--- src/rtl/fps_pkg.sv ---
package fps_pkg;

    typedef enum logic [1:0] {
        ST_IDLE  = 2'd0,
        ST_ARMED = 2'd1,
        ST_RUN   = 2'd2
    } fps_state_e;

    // register addresses
    localparam int REG_MODE = 0;
    localparam int REG_STAT = 1;
    localparam int REG_CMD  = 2;

    // mode register fields
    localparam int MODE_BITS    = 3;
    localparam int MODE_EN_BIT  = 0;
    localparam int MODE_SEQ_BIT = 1;
    localparam int MODE_CMP_BIT = 2;

    // command register fields
    localparam int CMD_START_BIT = 0;
    localparam int CMD_STOP_BIT  = 1;

    // number of synchronized event lines
    localparam int EVT_LINES = 5;

endpackage

--- src/rtl/fps_edge_sync.sv ---
module fps_edge_sync #(
    parameter int WIDTH  = 1,
    parameter int STAGES = 2
) (
    input  logic             clk,
    input  logic             rst_n,
    input  logic [WIDTH-1:0] async_in,
    output logic [WIDTH-1:0] rise_o
);

    logic [WIDTH-1:0] chain [STAGES];
    logic [WIDTH-1:0] prev_q;

    generate
        for (genvar s = 0; s < STAGES; s++) begin : g_stage
            if (s == 0) begin : g_first
                always_ff @(posedge clk or negedge rst_n) begin
                    if (!rst_n) chain[s] <= '0;
                    else        chain[s] <= async_in;
                end
            end else begin : g_next
                always_ff @(posedge clk or negedge rst_n) begin
                    if (!rst_n) chain[s] <= '0;
                    else        chain[s] <= chain[s-1];
                end
            end
        end
    endgenerate

    always_ff @(posedge clk or negedge rst_n) begin
        if (!rst_n) prev_q <= '0;
        else        prev_q <= chain[STAGES-1];
    end

    assign rise_o = chain[STAGES-1] & ~prev_q;

endmodule

--- src/rtl/fps_regs.sv ---
module fps_regs
    import fps_pkg::*;
#(
    parameter int DATA_W = 8,
    parameter int ADDR_W = 2
) (
    input  logic              clk,
    input  logic              rst_n,
    input  logic              wr_evt,
    input  logic              rd_evt,
    input  logic [ADDR_W-1:0] addr,
    input  logic [DATA_W-1:0] wdata,
    input  logic              busy,
    input  logic              armed,
    input  logic              eop_evt,
    input  logic              ovr_evt,
    output logic [DATA_W-1:0] rdata,
    output logic              mode_en,
    output logic              mode_seq,
    output logic              mode_cmp,
    output logic              cmd_start,
    output logic              cmd_stop
);

    localparam logic [DATA_W-1:0] MODE_MASK = DATA_W'((1 << MODE_BITS) - 1);
    localparam logic [ADDR_W-1:0] A_MODE    = ADDR_W'(REG_MODE);
    localparam logic [ADDR_W-1:0] A_STAT    = ADDR_W'(REG_STAT);
    localparam logic [ADDR_W-1:0] A_CMD     = ADDR_W'(REG_CMD);

    logic [DATA_W-1:0] mode_q;
    logic [DATA_W-1:0] rdata_q;
    logic              done_stk_q;
    logic              ovr_stk_q;
    logic              stat_clr;
    logic [DATA_W-1:0] stat_word;

    assign stat_clr  = rd_evt && (addr == A_STAT);
    assign stat_word = DATA_W'({armed, ovr_stk_q, done_stk_q, busy});

    assign cmd_start = wr_evt && (addr == A_CMD) && wdata[CMD_START_BIT];
    assign cmd_stop  = wr_evt && (addr == A_CMD) && wdata[CMD_STOP_BIT];

    assign mode_en  = mode_q[MODE_EN_BIT];
    assign mode_seq = mode_q[MODE_SEQ_BIT];
    assign mode_cmp = mode_q[MODE_CMP_BIT];
    assign rdata    = rdata_q;

    // mode register
    always_ff @(posedge clk or negedge rst_n) begin
        if (!rst_n) begin
            mode_q <= '0;
        end else if (wr_evt && (addr == A_MODE)) begin
            mode_q <= wdata & MODE_MASK;
        end
    end

    // sticky status: a new event wins over a clear in the same cycle
    always_ff @(posedge clk or negedge rst_n) begin
        if (!rst_n) begin
            done_stk_q <= 1'b0;
            ovr_stk_q  <= 1'b0;
        end else begin
            done_stk_q <= (done_stk_q && !stat_clr) || eop_evt;
            ovr_stk_q  <= (ovr_stk_q  && !stat_clr) || ovr_evt;
        end
    end

    // read capture
    always_ff @(posedge clk or negedge rst_n) begin
        if (!rst_n) begin
            rdata_q <= '0;
        end else if (rd_evt) begin
            unique case (addr)
                A_MODE:  rdata_q <= mode_q;
                A_STAT:  rdata_q <= stat_word;
                default: rdata_q <= '0;
            endcase
        end
    end

    // an overrun event is always recorded
    p_ovr_sticky_r8: assert property (@(posedge clk) disable iff (!rst_n)
        ovr_evt |=> ovr_stk_q);

    // a status read without a new completion clears the complete bit
    p_clear_done_r9: assert property (@(posedge clk) disable iff (!rst_n)
        (stat_clr && !eop_evt) |=> !done_stk_q);

    // writes elsewhere leave the mode untouched
    p_mode_stable_r10: assert property (@(posedge clk) disable iff (!rst_n)
        (!(wr_evt && (addr == A_MODE))) |=> $stable(mode_q));

endmodule

--- src/rtl/fps_ctrl.sv ---
module fps_ctrl
    import fps_pkg::*;
(
    input  logic clk,
    input  logic rst_n,
    input  logic mode_en,
    input  logic mode_seq,
    input  logic start_req,
    input  logic stop_req,
    input  logic vs_edge,
    input  logic done,
    output logic busy_o,
    output logic armed_o,
    output logic launch_o,
    output logic eop_o,
    output logic ovr_o
);

    fps_state_e state_q, state_d;
    logic       stop_pend_q, stop_pend_d;
    logic       launch_d, eop_d, ovr_d;
    logic       launch_q, eop_q, ovr_q;
    logic       keep_going;

    assign keep_going = mode_seq && mode_en && !stop_pend_q && !stop_req;

    // next state and event decisions
    always_comb begin
        state_d     = state_q;
        stop_pend_d = 1'b0;
        launch_d    = 1'b0;
        eop_d       = 1'b0;
        ovr_d       = 1'b0;
        unique case (state_q)
            ST_IDLE: begin
                if (start_req && mode_en) state_d = ST_ARMED;
            end
            ST_ARMED: begin
                if (stop_req || !mode_en) begin
                    state_d = ST_IDLE;
                end else if (vs_edge) begin
                    state_d  = ST_RUN;
                    launch_d = 1'b1;
                end
            end
            ST_RUN: begin
                if (done) begin
                    eop_d = 1'b1;
                    if (keep_going) begin
                        if (vs_edge) begin
                            state_d  = ST_RUN;
                            launch_d = 1'b1;
                        end else begin
                            state_d = ST_ARMED;
                        end
                    end else begin
                        state_d = ST_IDLE;
                    end
                end else begin
                    stop_pend_d = stop_pend_q || stop_req;
                    ovr_d       = vs_edge;
                end
            end
            default: state_d = ST_IDLE;
        endcase
    end

    // state register
    always_ff @(posedge clk or negedge rst_n) begin
        if (!rst_n) begin
            state_q     <= ST_IDLE;
            stop_pend_q <= 1'b0;
        end else begin
            state_q     <= state_d;
            stop_pend_q <= stop_pend_d;
        end
    end

    // registered event outputs
    always_ff @(posedge clk or negedge rst_n) begin
        if (!rst_n) begin
            launch_q <= 1'b0;
            eop_q    <= 1'b0;
            ovr_q    <= 1'b0;
        end else begin
            launch_q <= launch_d;
            eop_q    <= eop_d;
            ovr_q    <= ovr_d;
        end
    end

    assign busy_o   = (state_q == ST_RUN);
    assign armed_o  = (state_q == ST_ARMED);
    assign launch_o = launch_q;
    assign eop_o    = eop_q;
    assign ovr_o    = ovr_q;

    // every launch comes with busy
    p_launch_busy_r3: assert property (@(posedge clk) disable iff (!rst_n)
        launch_o |-> busy_o);

    // busy rises only through a launch
    p_rose_busy_r3: assert property (@(posedge clk) disable iff (!rst_n)
        $rose(busy_o) |-> launch_o);

    // armed without a sync edge does not go busy
    p_armed_wait_r3: assert property (@(posedge clk) disable iff (!rst_n)
        (armed_o && !vs_edge) |=> !busy_o);

    // a pass holds until done
    p_hold_busy_r4: assert property (@(posedge clk) disable iff (!rst_n)
        (busy_o && !done) |=> busy_o);

    // busy falls only with the end-of-pass pulse
    p_fall_eop_r4: assert property (@(posedge clk) disable iff (!rst_n)
        $fell(busy_o) |-> eop_o);

    // single-frame completion returns to idle
    p_single_idle_r5: assert property (@(posedge clk) disable iff (!rst_n)
        (busy_o && done && !mode_seq) |=> (!busy_o && !armed_o));

    // a sync edge during a pass flags overrun and relaunches nothing
    p_overrun_r8: assert property (@(posedge clk) disable iff (!rst_n)
        (busy_o && vs_edge && !done) |=> (ovr_o && busy_o && !launch_o));

endmodule

--- src/rtl/frame_pass_seq.sv ---
module frame_pass_seq
    import fps_pkg::*;
#(
    parameter int DATA_W      = 8,
    parameter int ADDR_W      = 2,
    parameter int SYNC_STAGES = 2
) (
    input  logic              clk,
    input  logic              rst_n,
    input  logic              host_cs,
    input  logic              host_wr,
    input  logic              host_rd,
    input  logic [ADDR_W-1:0] host_addr,
    input  logic [DATA_W-1:0] host_wdata,
    output logic [DATA_W-1:0] host_rdata,
    input  logic              vsync_in,
    input  logic              start_in,
    input  logic              stop_in,
    input  logic              pass_done,
    output logic              busy_o,
    output logic              compress_o,
    output logic              launch_o,
    output logic              eop_o
);

    logic [EVT_LINES-1:0] raw_lines;
    logic [EVT_LINES-1:0] rises;
    logic wr_evt, rd_evt, vs_edge, pin_start, pin_stop;
    logic mode_en, mode_seq, mode_cmp;
    logic cmd_start, cmd_stop;
    logic armed, ovr_evt;

    assign raw_lines = {stop_in, start_in, vsync_in,
                        host_cs & host_rd, host_cs & host_wr};

    fps_edge_sync #(
        .WIDTH  (EVT_LINES),
        .STAGES (SYNC_STAGES)
    ) u_sync (
        .clk      (clk),
        .rst_n    (rst_n),
        .async_in (raw_lines),
        .rise_o   (rises)
    );

    assign wr_evt    = rises[0];
    assign rd_evt    = rises[1];
    assign vs_edge   = rises[2];
    assign pin_start = rises[3];
    assign pin_stop  = rises[4];

    fps_regs #(
        .DATA_W (DATA_W),
        .ADDR_W (ADDR_W)
    ) u_regs (
        .clk       (clk),
        .rst_n     (rst_n),
        .wr_evt    (wr_evt),
        .rd_evt    (rd_evt),
        .addr      (host_addr),
        .wdata     (host_wdata),
        .busy      (busy_o),
        .armed     (armed),
        .eop_evt   (eop_o),
        .ovr_evt   (ovr_evt),
        .rdata     (host_rdata),
        .mode_en   (mode_en),
        .mode_seq  (mode_seq),
        .mode_cmp  (mode_cmp),
        .cmd_start (cmd_start),
        .cmd_stop  (cmd_stop)
    );

    fps_ctrl u_ctrl (
        .clk       (clk),
        .rst_n     (rst_n),
        .mode_en   (mode_en),
        .mode_seq  (mode_seq),
        .start_req (cmd_start | pin_start),
        .stop_req  (cmd_stop | pin_stop),
        .vs_edge   (vs_edge),
        .done      (pass_done),
        .busy_o    (busy_o),
        .armed_o   (armed),
        .launch_o  (launch_o),
        .eop_o     (eop_o),
        .ovr_o     (ovr_evt)
    );

    assign compress_o = mode_cmp;

endmodule

--- config.mk ---
export PLATFORM = sky130hd
export DESIGN_NAME = frame_pass_seq
export DESIGN_NICKNAME = d
export VERILOG_FILES = /design/src/rtl/fps_pkg.sv /design/src/rtl/fps_edge_sync.sv /design/src/rtl/fps_regs.sv /design/src/rtl/fps_ctrl.sv /design/src/rtl/frame_pass_seq.sv
export SDC_FILE = /design/constraint.sdc
export NUM_CORES = 1
export LEC_CHECK = 0
export BUFFER_PORTS_ARGS = -buffer_cell sky130_fd_sc_hd__buf_2
export CORE_ASPECT_RATIO = 2
export CORE_MARGIN = 2
export CORE_UTILIZATION = 40
export CTS_CLUSTER_DIAMETER = 40
export DETAILED_ROUTE_END_ITERATION = 12
export GPL_ROUTABILITY_DRIVEN = 0
export PLACE_DENSITY_LB_ADDON = 0.2
export SYNTH_ARGS = -nofsm -noshare
export SYNTH_HDL_FRONTEND = slang
export SYNTH_SLANG_ARGS = --single-unit
--- constraint.sdc ---
create_clock -name clk -period 3.4 [get_ports clk]
set_input_delay 0.17 -clock clk [delete_from_list [all_inputs] [get_ports clk]]
set_output_delay 0.17 -clock clk [all_outputs]
set_load 0.05 [all_outputs]
==> flow_summary.yaml <==
synthesis:
  syn_area_per_cell_um2: 13.09
  ys_async_sr_fraction_pct: 100.0
  yosys.area.top_type: "dfrtp_1"
  synth.area.top_cells: "dfrtp_1 62%, ha_1 4.1%, mux2_2 2.8%"
  yosysWarnings: 0
  ys_types: 31
  synth_top_area_share_pct: 61.66
  ys_seq_area_share_pct: 61.66
  ys_ff_latch: 30
  synth.most_common_cell: "dfrtp_1"
  syn-cell-area_um2: 1217
  synth_ff_type: "dfrtp_1"
  synth_edf_count: 0
  syn-instance-count: 93
  synth_common_cells: "30 x dfrtp_1, 8 x nand2_1, 6 x o21ai_0"
critical_path:
  cp-end-kind: "flip-flop"
  worstPathRequired_ps: 3590
  cp_slowest_stage_delay_ps: 400
  crit_type: "reg -> reg"
  cp_slowest_cell: "dfrtp_1"
  r2r_setup_slack_ps: 1830
  cp.depth: 6
  startpoint: "u_ctrl.state_q[0]"
  reg2regPathDepth: 6
  crit_path_cell_trace: "inv_1, ha_1, and3b_1, a21oi_1, nor3b_1, a2bb2oi_1"
  critPathArrivalTime_ps: 1760
  crit_family: "simple AND/OR/NAND/NOR gates"
  rr_endpoint: "u_ctrl.state_q[0]"
  crit_path_end: "u_ctrl.state_q[0]"
  startpoint_type: "flip-flop"
  crit_fanout: 5
  path_buf_inv: 1
  rr_startpoint: "u_ctrl.state_q[0]"
detailed_routing:
  wl_per_cell_um: 13.00
  wirelength_um: 2002
  drt-initial-drc-count: 5
  viasPerCell: 4.701
  top_layer: "met4"
  route.met2.wl_um: 1152
  antenna_left: 0
  drt_first_pass_iters: 4
  wl_met3_um: 117
  vias: 724
  drc: 0
  wl_met1_um: 667
placed_design:
  dp_slack_ps: 1809
  placed_cells: 142
  portBuffers: 21
  dp_hpwl_um: 1551
sta:
  fin_crit_sh_pct: 46.13
  final_max_slew_viol_count: 0
  final.setup_skew_ps: 6.715
  finalSetupViolations: 0
  tns_ps: 0
  min_period_ps: 1568
  finalHoldViolCount: 0
  fin_ws_ps: 1832
  max_slew_margin_pct: 57.88
  fmax_mhz: 637.6
  worst_pin_slew_ps: 631.8
  grt_setup_unrepaired: "no"
power_and_ir_drop:
  powerDensity_nw_per_um2: 633.0
  p_leak_nw: 0.7489
  vdd_drop_max_mv: 0.3723
clock_tree:
  clkTransAtPathRegs_ps: 60
  clock_tree.root_cell: "clkbuf_8"
  clkLatencyLatePin_ps: 270
  cts_resized: 0
  post_cts_buffers: 0
  cts_made_buffers: 5
  clock-sinks: 30
  htreeDepth: 2
  cts_buffer_depth: 2
  cts_tree: "yes"
  cts_hold_buf: 4
run_status:
  status: "finished, final reports clean"
floorplan:
  die_h_um: 82.02
  core_area_um2: 2943
  die_w_um: 43.01
  fp.dieArea_um2: 3528
  io_pins: 31
  start_util_pct: 41.37
  rows: 28
grt:
  grt_pass1_vias: 773
  gr-total-overflow: 0
  grt_antenna_before_repair: 0
  track_usage_pct: 14.54
  grt_pass1_wl_um: 3532
  grt_max_degree: 31
hold_path:
  holdCritPathClass: "in -> reg"
  min_path_cells: 2
  min_from: "host_rd"
layout:
  num-fill-cells: 285
  final_util_pct: 49.66
  fin_nets: 146
  drive_gt1_share_pct: 28.23
  diodes: 0
  fin_cells: 154
  areaGrowthSynthToFinish_pct: 20.04
flow_run:
  drv_cap: 0
-- area by class of cell --
type,instances,area (um2),share of cell area (%)
clock buffer,7,86.33,5.908
clock inverter,1,5.005,0.3425
inverter,5,18.77,1.284
multi-input combinational,56,417.9,28.60
sequential,30,750.7,51.37
tap,30,37.54,2.568
timing repair buffer,25,145.1,9.932
-- cells by family after synthesis --
logic type	synth area share [%]
mux	5.241
other cells	0.3080
compound gates	9.763
buf+inv	4.933
simple gates	13.98
flops	61.66
fa+ha+maj	4.111
-- through the flow --
stage / hold slack, ps / power [W] / instance area (um2)
2_1_floorplan: -125.6 / 0.0005956 / 1229
3_3_place_gp: 224.0 / 0.0006430 / 1330
3_5_place_dp: 233.5 / 0.0006536 / 1330
4_1_cts: 93.51 / 0.0009446 / 1461
5_1_grt: 108.7 / 0.0009860 / 1461
6_report: 100.2 / 0.0009251 / 1461
-- state kept, by name, indices dropped and copies added, names as in the netlist --
register,count
u_ctrl.eop_o,1
u_ctrl.launch_o,1
u_ctrl.ovr_o,1
u_ctrl.state_q,2
u_ctrl.stop_pend_q,1
u_regs.done_stk_q,1
u_regs.mode_q,3
u_regs.ovr_stk_q,1
u_regs.rdata,4
u_sync.chain,10
u_sync.prev_q,5
-- placed cells by master, fill, tap and decap left out, types with 3 or more instances in the layout --
master | synthesis | routed
inv_1 | 5 | 5
and2_1 | 3 | 3
dfrtp_1 | 30 | 30
mux2_2 | 3 | 3
dlygate4sd3_1 | 0 | 4
clkbuf_8 | 0 | 6
nand2b_1 | 3 | 3
nand2_1 | 8 | 8
ha_1 | 4 | 4
mux2i_1 | 3 | 3
o21ai_0 | 6 | 6
buf_2 | 0 | 21
conb_1 | 1 | 4
-- routing by layer --
layer | vias up | track usage (%)
li1 | 365 | -
met1 | 334 | 12.68
met2 | 20 | 25.91
met3 | 5 | 5.495
met4 | 0 | 10.91
met5 | - | 0
-- worst min-delay path by stage --
| stage | slack, ps | endpoint |
|---|---|---|
| floorplan | -130 | u_ctrl.eop_o |
| global placement | 220 | u_regs.mode_q[2] |
| detailed placement | 230 | u_regs.rdata[2] |
| CTS | 90 | u_sync.chain[6] |
| global route | 110 | u_sync.chain[5] |
| finish | 100 | u_sync.chain[6] |
-- worst reg2reg max path: stages, from the launching register on --
cell and delay, ps:
dfrtp_1 400, inv_1 120, ha_1 240, and3b_1 240, a21oi_1 80, nor3b_1 220
a2bb2oi_1 200
-- power breakdown --
part,switching (W),leakage [nW],internal (W)
logic,0.000137,0.320,0.0000828
registers,0.0000261,0.381,0.000399
clock network,0.000118,0.0482,0.000163
Power figures use the tool's default switching activity.
